<file path="config.mk">
export PLATFORM = sky130hd
export DESIGN_NAME = dual_path_xcvr
export DESIGN_NICKNAME = d
export VERILOG_FILES = /design/src/rtl/xcvr_pkg.sv /design/src/rtl/xcvr_rst_sync.sv /design/src/rtl/xcvr_fall_det.sv /design/src/rtl/xcvr_lane.sv /design/src/rtl/dual_path_xcvr.sv
export SDC_FILE = /design/constraint.sdc
export NUM_CORES = 1
export LEC_CHECK = 0
export ABC_AREA = 1
export BUFFER_PORTS_ARGS = -buffer_cell sky130_fd_sc_hd__buf_4
export CAP_MARGIN = 15
export CORE_MARGIN = 2
export CORE_UTILIZATION = 48
export CTS_CLUSTER_DIAMETER = 60
export CTS_CLUSTER_SIZE = 30
export DETAILED_ROUTE_END_ITERATION = 10
export PLACE_DENSITY_LB_ADDON = 0.3
export SLEW_MARGIN = 20
export SYNTH_ARGS = -nofsm -noshare
export SYNTH_HDL_FRONTEND = slang
export SYNTH_SLANG_ARGS = --single-unit
</file>
<file path="constraint.sdc">
create_clock -name clk -period 1.7 [get_ports clk]
set_input_delay 0 -clock clk [delete_from_list [all_inputs] [get_ports clk]]
set_output_delay 0 -clock clk [all_outputs]
set_load 0.1 [all_outputs]
</file>
<file path="src/rtl/xcvr_pkg.sv">
package xcvr_pkg;

  // Where a direction's output word comes from in the current cycle
  typedef enum logic {
    SRC_STORE = 1'b0,
    SRC_LIVE  = 1'b1
  } path_src_e;

  // Turn a raw enable pin into an active-high drive flag
  function automatic logic oe_decode(input logic raw, input bit active_low);
    return active_low ? ~raw : raw;
  endfunction

endpackage

</file>
<file path="src/rtl/xcvr_rst_sync.sv">
module xcvr_rst_sync #(
  parameter int STAGES = 2
) (
  input  logic clk,
  input  logic rst_n,
  output logic rst_sync_n
);

  logic [STAGES-1:0] chain_q;
  logic [STAGES-1:0] chain_d;

  always_comb begin
    chain_d = {chain_q[STAGES-2:0], 1'b1};
  end

  always_ff @(posedge clk or negedge rst_n) begin
    if (!rst_n) chain_q <= '0;
    else        chain_q <= chain_d;
  end

  assign rst_sync_n = chain_q[STAGES-1];

endmodule

</file>
<file path="src/rtl/xcvr_fall_det.sv">
module xcvr_fall_det (
  input  logic clk,
  input  logic rst_n,
  input  logic sig,
  output logic fall
);

  logic sig_q;
  logic sig_d;

  always_comb begin
    sig_d = sig;
  end

  // Reset low: a signal already low at release is not a fall
  always_ff @(posedge clk or negedge rst_n) begin
    if (!rst_n) sig_q <= 1'b0;
    else        sig_q <= sig_d;
  end

  assign fall = sig_q & ~sig;

endmodule

</file>
<file path="src/rtl/xcvr_lane.sv">
module xcvr_lane
  import xcvr_pkg::*;
#(
  parameter int W             = 18,
  parameter bit OE_ACTIVE_LOW = 1'b0
) (
  input  logic         clk,
  input  logic         rst_n,
  input  logic [W-1:0] din,
  input  logic         le,
  input  logic         cp,
  input  logic         oe_raw,
  output logic [W-1:0] dout,
  output logic         oe
);

  logic         cp_fall;
  logic         load_en;
  logic [W-1:0] store_q;
  logic [W-1:0] store_d;
  path_src_e    src;

  xcvr_fall_det u_fall (
    .clk  (clk),
    .rst_n(rst_n),
    .sig  (cp),
    .fall (cp_fall)
  );

  // Clock enable: reload while transparent, or on a capture-clock fall
  assign load_en = le | cp_fall;

  always_comb begin
    store_d = store_q;
    if (load_en) store_d = din;
  end

  always_ff @(posedge clk or negedge rst_n) begin
    if (!rst_n) store_q <= '0;
    else        store_q <= store_d;
  end

  always_comb begin
    src  = le ? SRC_LIVE : SRC_STORE;
    dout = (src == SRC_LIVE) ? din : store_q;
  end

  assign oe = oe_decode(oe_raw, OE_ACTIVE_LOW);

endmodule

</file>
<file path="src/rtl/dual_path_xcvr.sv">
module dual_path_xcvr #(
  parameter int W           = 18,
  parameter int SYNC_STAGES = 2
) (
  input  logic         clk,
  input  logic         rst_n,
  input  logic [W-1:0] a_in,
  input  logic [W-1:0] b_in,
  input  logic         le_ab,
  input  logic         cp_ab,
  input  logic         oe_ab,
  input  logic         le_ba,
  input  logic         cp_ba,
  input  logic         oe_ba_n,
  output logic [W-1:0] b_out,
  output logic         b_oe,
  output logic [W-1:0] a_out,
  output logic         a_oe,
  output logic         contention
);

  localparam int NDIR = 2;  // index 0: A to B, index 1: B to A

  logic           rst_sync_n;
  logic [W-1:0]   din  [NDIR];
  logic [W-1:0]   dout [NDIR];
  logic [NDIR-1:0] le_v, cp_v, oe_raw_v, oe_v;

  xcvr_rst_sync #(.STAGES(SYNC_STAGES)) u_rs (
    .clk       (clk),
    .rst_n     (rst_n),
    .rst_sync_n(rst_sync_n)
  );

  assign din[0] = a_in;
  assign din[1] = b_in;
  assign le_v     = {le_ba, le_ab};
  assign cp_v     = {cp_ba, cp_ab};
  assign oe_raw_v = {oe_ba_n, oe_ab};

  for (genvar d = 0; d < NDIR; d++) begin : g_dir
    xcvr_lane #(
      .W            (W),
      .OE_ACTIVE_LOW(d == 1)
    ) u_lane (
      .clk   (clk),
      .rst_n (rst_sync_n),
      .din   (din[d]),
      .le    (le_v[d]),
      .cp    (cp_v[d]),
      .oe_raw(oe_raw_v[d]),
      .dout  (dout[d]),
      .oe    (oe_v[d])
    );
  end

  assign b_out      = dout[0];
  assign b_oe       = oe_v[0];
  assign a_out      = dout[1];
  assign a_oe       = oe_v[1];
  assign contention = &oe_v;

endmodule

</file>
After elaboration in Yosys (flattened, before gate mapping)
Index checks and enable logic that the tools add are counted.
{"block": "totals", "regBits": 40, "wordCells": 17, "in_bits": 44}
{"block": "op_classes", "n_bitwise": 7, "muxes": 4, "n_reduce_logical": 1}
{"op": "18-bit two-way mux", "n": 2}
{"op": "1-bit NOT", "n": 3}
{"op": "1-bit bitwise AND", "n": 2}
{"op": "1-bit two-way mux", "n": 2}
{"op": "1-bit OR", "n": 2}
{"op": "2-bit AND reduction", "n": 1}

Longest topological paths before layout
Gate-level depths: netlist of the first run.
{"block": "logic_depth", "depth_word": 3, "depth_mapped": 6, "ltp_nobuf": 5}

Cells and area by module
From an unflattened synthesis of the first run, not the netlist that was laid out.
{"block": "hier_totals", "hier_cells": 285, "area_unflattened_um2": 2104.5}
{"module": "xcvr_lane at g_dir[0].u_lane", "area_per_inst_um2": 988.4, "instances": 1, "seq_area_each_um2": 450.4, "cells_each": 137}
{"module": "xcvr_lane at g_dir[1].u_lane", "area_per_inst_um2": 984.7, "instances": 1, "seq_area_each_um2": 450.4, "cells_each": 137}
{"module": "xcvr_fall_det", "area_per_inst_um2": 35.0, "instances": 2, "seq_area_each_um2": 25.0, "cells_each": 3}
{"module": "xcvr_rst_sync", "area_per_inst_um2": 53.8, "instances": 1, "seq_area_each_um2": 50.0, "cells_each": 3}
{"module": "dual_path_xcvr", "area_per_inst_um2": 7.5, "instances": 1, "seq_area_each_um2": 0.0, "cells_each": 2}

Least setup slack after synthesis of the first run
No wires, ideal clock.
{"block": "synth_path", "path_type": "in2out", "start": "input port oe_ab", "end": "output port contention", "slack_ns": 0.422, "t_required_ns": 1.700, "arrival_ns": 1.278, "path_buffers": 0, "cell_stages": 2, "path_cell_list": "inv_1 > nor2_1"}
{"block": "synth_via", "elab_chain_cells": 1}
{"element": "start: declaration", "line": "dual_path_xcvr.sv:11", "text": "input logic oe_ab,"}
{"element": "2-bit AND reduction", "line": "dual_path_xcvr.sv:61", "text": "assign contention = &oe_v;"}
{"element": "end: declaration", "line": "dual_path_xcvr.sv:19", "text": "output logic contention"}
No other way between the ends.

Final worst setup path of the first run
{"block": "layout_path", "start": "input port a_in[7]", "end": "output port b_out[7]"}
{"block": "layout_via", "elab_chain_cells": 1}
{"element": "start: declaration", "line": "dual_path_xcvr.sv:7", "text": "input logic [W-1:0] a_in,"}
{"element": "18-bit two-way mux", "line": "xcvr_lane.sv:45", "text": "dout = (src == SRC_LIVE) ? din : store_q;"}
{"element": "end: declaration", "line": "dual_path_xcvr.sv:15", "text": "output logic [W-1:0] b_out,"}
No other way between the ends.

==> flow_metrics.py, run 1 <==
metrics = {
    "sta": {
        "clock_skew_ps": 2.38,
        "finalHoldViolCount": 0,
        "fin_crit_ps": 1100,
        "tns_ps": 0,
        "fin_crit_sh": 0.648,
        "fmax_mhz": 907,
        "finalMaxSlewViolations": 0,
        "grt_setup_unrepaired": "no",
        "setup_viol": 0,
    },
    "logic_synthesis": {
        "synth_cells": 283,
        "synth_common_cells": "180 x nand2_1, 40 x dfrtp_1, 36 x nand3_1",
        "ys_seq_elements": 40,
        "synth_flop_cell": "dfrtp_1",
        "yosys.area.top_type": "dfrtp_1",
        "synthAdderAreaFrac": 0,
        "syn_avg_cell_area_sq_um": 7.40,
        "synth.distinct_cells": 13,
        "synth_edf_count": 0,
        "synth_fp_nets": 327,
        "async_flop_share": 1.00,
        "yosysTopAreaCellShare": 0.478,
        "yosysWarnings": 0,
        "synthMuxAreaShare": 0,
        "synth_top_family_by_area": "simple AND/OR/NAND/NOR gates",
        "synth_area_sq_um": 2090,
        "synth_compound_area_frac": 0,
        "synthSimpleGateAreaFrac": 0.440,
        "synthTopCellsByArea": "dfrtp_1 48%, nand2_1 32%, nand3_1 8.6%",
        "yosys.cell_count.top_type": "nand2_1",
        "synth-xor-area-share": 0,
        "yosysSeqAreaShare": 0.478,
    },
    "global_route": {
        "gr-total-overflow": 0,
        "grt_pass1_wl_um": 9370,
        "antenna_found_initial": 0,
        "grt_pass1_vias": 2094,
        "track_usage": 0.237,
        "grt_max_degree": 38,
    },
    "final_layout": {
        "syn2layout_area_growth_pct": 49.8,
        "finalNetCount": 441,
        "num-fill-cells": 330,
        "fin_cells": 450,
        "drive_above_1_share": 0.246,
        "antenna_cells": 0,
        "postLayoutCoreUtil": 0.736,
    },
    "clock_tree": {
        "clkLatencyLatePin_ps": 280,
        "clock-root-buffer": "clkbuf_8",
        "cts_buffers": 5,
        "cts_tree": "done",
        "path_clk_slew_ps": 80,
        "numClockSinks": 40,
        "h-tree-depth": 2,
        "cts_setup_buffers": 0,
        "cts_max_path_buffers": 2,
    },
    "pwr": {
        "p_leak_nw": 1.78,
        "vdd_drop_max_v": 0.000602,
        "cellPowerDensity_nw_per_um2": 934,
    },
    "critical_path": {
        "crit_cells": 5,
        "timing.rr.end": "g_dir[0].u_lane.store_q[6]",
        "required_ps": 1700,
        "critPathTopFamily": "buffers and inverters",
        "crit_fanout": 2,
        "cp_cell_sequence": "dlygate4sd3_1, buf_4, nand2_1, nand2_1, buf_4",
        "cpPeakStageDelay_ps": 550,
        "r2r_slack_ps": 680,
        "setup.worst_path.start": "a_in[7]",
        "r2r_start": "g_dir[0].u_lane.u_fall.sig_q",
        "critPathKind": "in -> out",
        "cp-start-kind": "primary input",
        "critPathSlowestCell": "dlygate4sd3_1",
        "critPathArrivalTime_ps": 1100,
        "cp.buffers_inverters": 3,
        "r2r_cells": 4,
        "crit_path_end_kind": "primary output",
        "critPathCapture": "b_out[7]",
    },
    "flow_run": {
        "drv_cap": 0,
    },
    "detailed_routing": {
        "met3WireLength_um": 215,
        "dr.pass1.iters": 5,
        "num_vias": 2184,
        "wl_met2_um": 2850,
        "wl_um": 5440,
        "avgRoutedWirePerCell_um": 12.1,
        "top_layer": "met4",
        "viasPerCell": 4.85,
        "wl_met1_um": 2240,
        "drc": 0,
        "drt-initial-drc-count": 146,
        "ant_nets": 0,
    },
    "die": {
        "io_pins": 83,
        "start_util": 0.491,
        "dieWidth_um": 70.1,
        "coreArea_sq_um": 4260,
        "row_count": 24,
        "fp.dieArea_sq_um": 4910,
        "die_h_um": 70.1,
    },
    "run_status": {
        "outcome": "finished clean",
    },
    "hold_path": {
        "min-delay-path-class": "in -> async",
    },
    "placement": {
        "portBuffers": 82,
        "dpl.hpwl_um": 3310,
        "finalWeightedCongestion": 0.735,
        "placed_cells": 403,
    },
}
worst min-delay path by stage:
stage	to	depth (start not counted)	slack [ps]	startpoint
after global placement	u_rs.chain_q[0]	1	-220	rst_n
after global routing	u_rs.chain_q[1]	2	10	rst_n
after detailed placement	u_rs.chain_q[0]	1	-210	rst_n
after CTS	u_rs.chain_q[1]	2	10	rst_n
final	u_rs.chain_q[1]	2	30	rst_n
after floorplan	u_rs.chain_q[0]	0	-300	rst_n
cell usage in the layout (no fill, tap or decap), types with 4 or more instances in the layout:
master and count:
dlygate4sd3_1 39, inv_1 4, clkbuf_8 6, nand2_1 180
buf_4 83, nand3_1 36, dfrtp_1 39
flip-flops by register name, summed over array words and instances, names as in the netlist:
register	cells
g_dir.u_lane.store_q	36
g_dir.u_lane.u_fall.sig_q	2
u_rs.chain_q	2
what timing repair did:
item | CTS | global route
hold endpoints to repair | 40 | 0
gates resized for setup | 0 | 0
hold buffers | 39 | 0
power by group:
group / leakage, nW / switching (W) / total, W / internal (W)
Sequential: 0.480 / 0.0000569 / 0.00110 / 0.00104
Clock: 0.0510 / 0.000313 / 0.000637 / 0.000324
Combinational: 1.25 / 0.000881 / 0.00120 / 0.000317
Total: 1.78 / 0.00125 / 0.00293 / 0.00168
metal layers:
layer | GRT usage | vias to the layer above
met3 | 0.0635 | 12
met2 | 0.394 | 54
met1 | 0.295 | 1018
met4 | 0.0919 | 0
met5 | 0 | -
li1 | - | 1100
layout make-up:
type	instances	area (sq um)	share of cell area
Inverter	6	37.5	0.0120
Tap cell	52	65.1	0.0207
Timing Repair Buffer	122	1010	0.323
Multi-Input combinational cell	222	926	0.295
Clock inverter	2	10.0	0.00319
Sequential cell	40	1000	0.320
Clock buffer	6	82.6	0.0263
cells by family after synthesis:
family | Yosys count
buffers and inverters | 21
other | 1
and+or+nand+nor | 221
DFF | 40
per-stage QoR:
step / hold slack (ps) / worst slack [ps] / area (sq um) / total power (W)
global route: 14.2 / 531 / 3140 / 0.00308
detailed placement: -215 / 692 / 2650 / 0.00224
global placement: -216 / 694 / 2650 / 0.00222
finish: 29.3 / 598 / 3140 / 0.00293
floorplan: -296 / 422 / 2090 / 0.00198
CTS: 13.5 / 635 / 3140 / 0.00295
Power figures use the tool's default switching activity.
==> inputs of run 2 (changes only) <==
--- a/config.mk
+++ b/config.mk
@@ -9,7 +9,7 @@
 export BUFFER_PORTS_ARGS = -buffer_cell sky130_fd_sc_hd__buf_4
 export CAP_MARGIN = 15
 export CORE_MARGIN = 2
-export CORE_UTILIZATION = 48
+export CORE_UTILIZATION = 44
 export CTS_CLUSTER_DIAMETER = 60
 export CTS_CLUSTER_SIZE = 30
 export DETAILED_ROUTE_END_ITERATION = 10
==> constraint.sdc (replaced) <==
create_clock -name clk -period 1 [get_ports clk]
set_input_delay 0 -clock clk [delete_from_list [all_inputs] [get_ports clk]]
set_output_delay 0 -clock clk [all_outputs]
set_load 0.1 [all_outputs]
==> run 2 against run 1 <==
- the flow now finishes with violations (setup timing)
- final area up 23%
- register-to-register slack worse by 610 ps
- total power up 89%
==> flow_metrics.py, run 2 (synthesized netlist as in run 1, its figures left out) <==
metrics = {
    "critical_path": {
        "cp.buffers_inverters": 3,
        "critPathKind": "in -> out",
        "critPathSlowestCell": "dlygate4sd3_1",
        "crit_fanout": 2,
        "cpPeakStageDelay_ps": 570,
        "r2r_start": "g_dir[1].u_lane.u_fall.sig_q",
        "cp-start-kind": "primary input",
        "critPathArrivalTime_ps": 1060,
        "setup.worst_path.start": "b_in[17]",
        "r2r_cells": 4,
        "critPathTopFamily": "buffers and inverters",
        "required_ps": 1000,
        "crit_path_end_kind": "primary output",
        "timing.rr.end": "g_dir[1].u_lane.store_q[0]",
        "cp_cell_sequence": "dlygate4sd3_1, buf_4, nand2_1, nand2_2, buf_12",
        "r2r_slack_ps": 70,
    },
    "die": {
        "start_util": 0.449,
        "dieWidth_um": 73.0,
        "coreArea_sq_um": 4660,
        "row_count": 25,
        "io_pins": 83,
        "die_h_um": 73.0,
        "fp.dieArea_sq_um": 5330,
    },
    "sta": {
        "setup_viol": 14,
        "fin_crit_ps": 1060,
        "grt_setup_unrepaired": "yes",
        "clock_skew_ps": 8.41,
        "finalHoldViolCount": 0,
        "tns_ps": -226,
        "fin_crit_sh": 1.06,
        "fin_ws_ps": -59.9,
        "fmax_mhz": 943,
        "worst_hold_slack_ps": 23.1,
        "finalMaxSlewViolations": 0,
    },
    "global_route": {
        "grt_max_degree": 38,
        "gr-total-overflow": 0,
        "grt_pass1_vias": 2118,
        "grt_pass1_wl_um": 9320,
        "track_usage": 0.223,
        "antenna_found_initial": 0,
    },
    "detailed_routing": {
        "dr.pass1.iters": 4,
        "viasPerCell": 4.93,
        "wl_um": 6470,
        "drc": 0,
        "avgRoutedWirePerCell_um": 13.8,
        "ant_nets": 0,
        "num_vias": 2308,
        "drt-initial-drc-count": 187,
    },
    "pwr": {
        "power_w": 0.00553,
        "vdd_drop_max_v": 0.000919,
        "p_leak_nw": 2.03,
        "cellPowerDensity_nw_per_um2": 1440,
    },
    "final_layout": {
        "mostFrequentLayoutCells": "140 x nand2_1, 61 x buf_4, 41 x nand2_2",
        "largest_register": "g_dir.u_lane.store_q",
        "syn2layout_area_growth_pct": 83.8,
        "num-fill-cells": 259,
        "final_common_cell": "nand2_1",
        "largest_reg_flops": 36,
        "antenna_cells": 0,
        "drive_above_1_share": 0.379,
        "reg_top3": "g_dir.u_lane.store_q: 36 flops, g_dir.u_lane.u_fall.sig_q: 2 flops, u_rs.chain_q: 2 flops",
        "finalNetCount": 458,
    },
    "clock_tree": {
        "cts_buffers": 5,
        "path_clk_slew_ps": 70,
        "clkLatencyLatePin_ps": 290,
        "clock-root-buffer": "clkbuf_8",
        "numClockSinks": 40,
        "cts_tree": "done",
        "cts_max_path_buffers": 2,
        "h-tree-depth": 2,
    },
    "hold_path": {
        "min-delay-path-class": "in -> async",
    },
    "run_status": {
        "failed_checks": "setup timing",
        "outcome": "finished with violations",
    },
    "flow_run": {
        "drv_cap": 0,
    },
    "placement": {
        "dpl.hpwl_um": 3330,
        "portBuffers": 82,
        "finalWeightedCongestion": 0.789,
    },
}
[run 2: cell types whose count changed in the layout (fill, tap and decap cells not counted), sizes merged]
| cell | before | now |
|---|---|---|
| dlymetal6s4s | 0 | 2 |
| clkinv | 2 | 1 |
| nand2 | 184 | 185 |
| buf | 83 | 99 |
| dlygate4sd3 | 39 | 37 |
[run 2: final cells by class]
class / count / area [sq um] / share of cell area
Timing Repair Buffer: 138 / 1610 / 0.419
Multi-Input combinational cell: 223 / 1040 / 0.271
Sequential cell: 40 / 1000 / 0.261
Clock buffer: 6 / 72.6 / 0.0189
Tap cell: 54 / 67.6 / 0.0176
Inverter: 6 / 42.5 / 0.0111
Clock inverter: 1 / 5.00 / 0.00130
[run 2: layer usage]
metal / track usage / wire length, um / vias to the layer above
met4: 0.0720 / 74 / 0
met1: 0.274 / 2480 / 1103
met5: 0 / 0 / -
met3: 0.0359 / 233 / 9
li1: - / - / 1133
met2: 0.396 / 3690 / 63
[run 2: what timing repair did]
item | in CTS | in global routing
gates cloned | 0 | 1
endpoints found under the hold margin | 40 | 0
resized for setup | 61 | 59
hold buffers | 39 | 0
pin swaps | 0 | 4
endpoints found under the setup margin | 36 | 54
buffers inserted | 0 | 13
[run 2: through the flow]
step	instances	utilization	area [sq um]	worst slack [ps]
3_3_place_gp	408	0.600	2800	107
5_1_grt	468	0.826	3850	-72.4
4_1_cts	454	0.751	3500	-11.3
6_report	468	0.826	3850	-59.9
3_5_place_dp	408	0.600	2800	79.8
2_1_floorplan	283	-	2190	85.9
[run 2: report_power, final]
group	switching, W	internal (W)	total [W]
sequential	0.0000893	0.00177	0.00186
combinational	0.00167	0.000995	0.00267
clock	0.000538	0.000475	0.00101
[run 2: worst max-delay path by stage]
| stage | endpoint | cells past startpoint |
|---|---|---|
| 6_report | a_out[17] | 5 |
| 5_1_grt | a_out[17] | 5 |
| 4_1_cts | a_out[7] | 3 |
| 3_5_place_dp | g_dir[1].u_lane.store_q[15] | 4 |
| 3_3_place_gp | g_dir[1].u_lane.store_q[11] | 4 |
| 2_1_floorplan | g_dir[0].u_lane.store_q[16] | 5 |
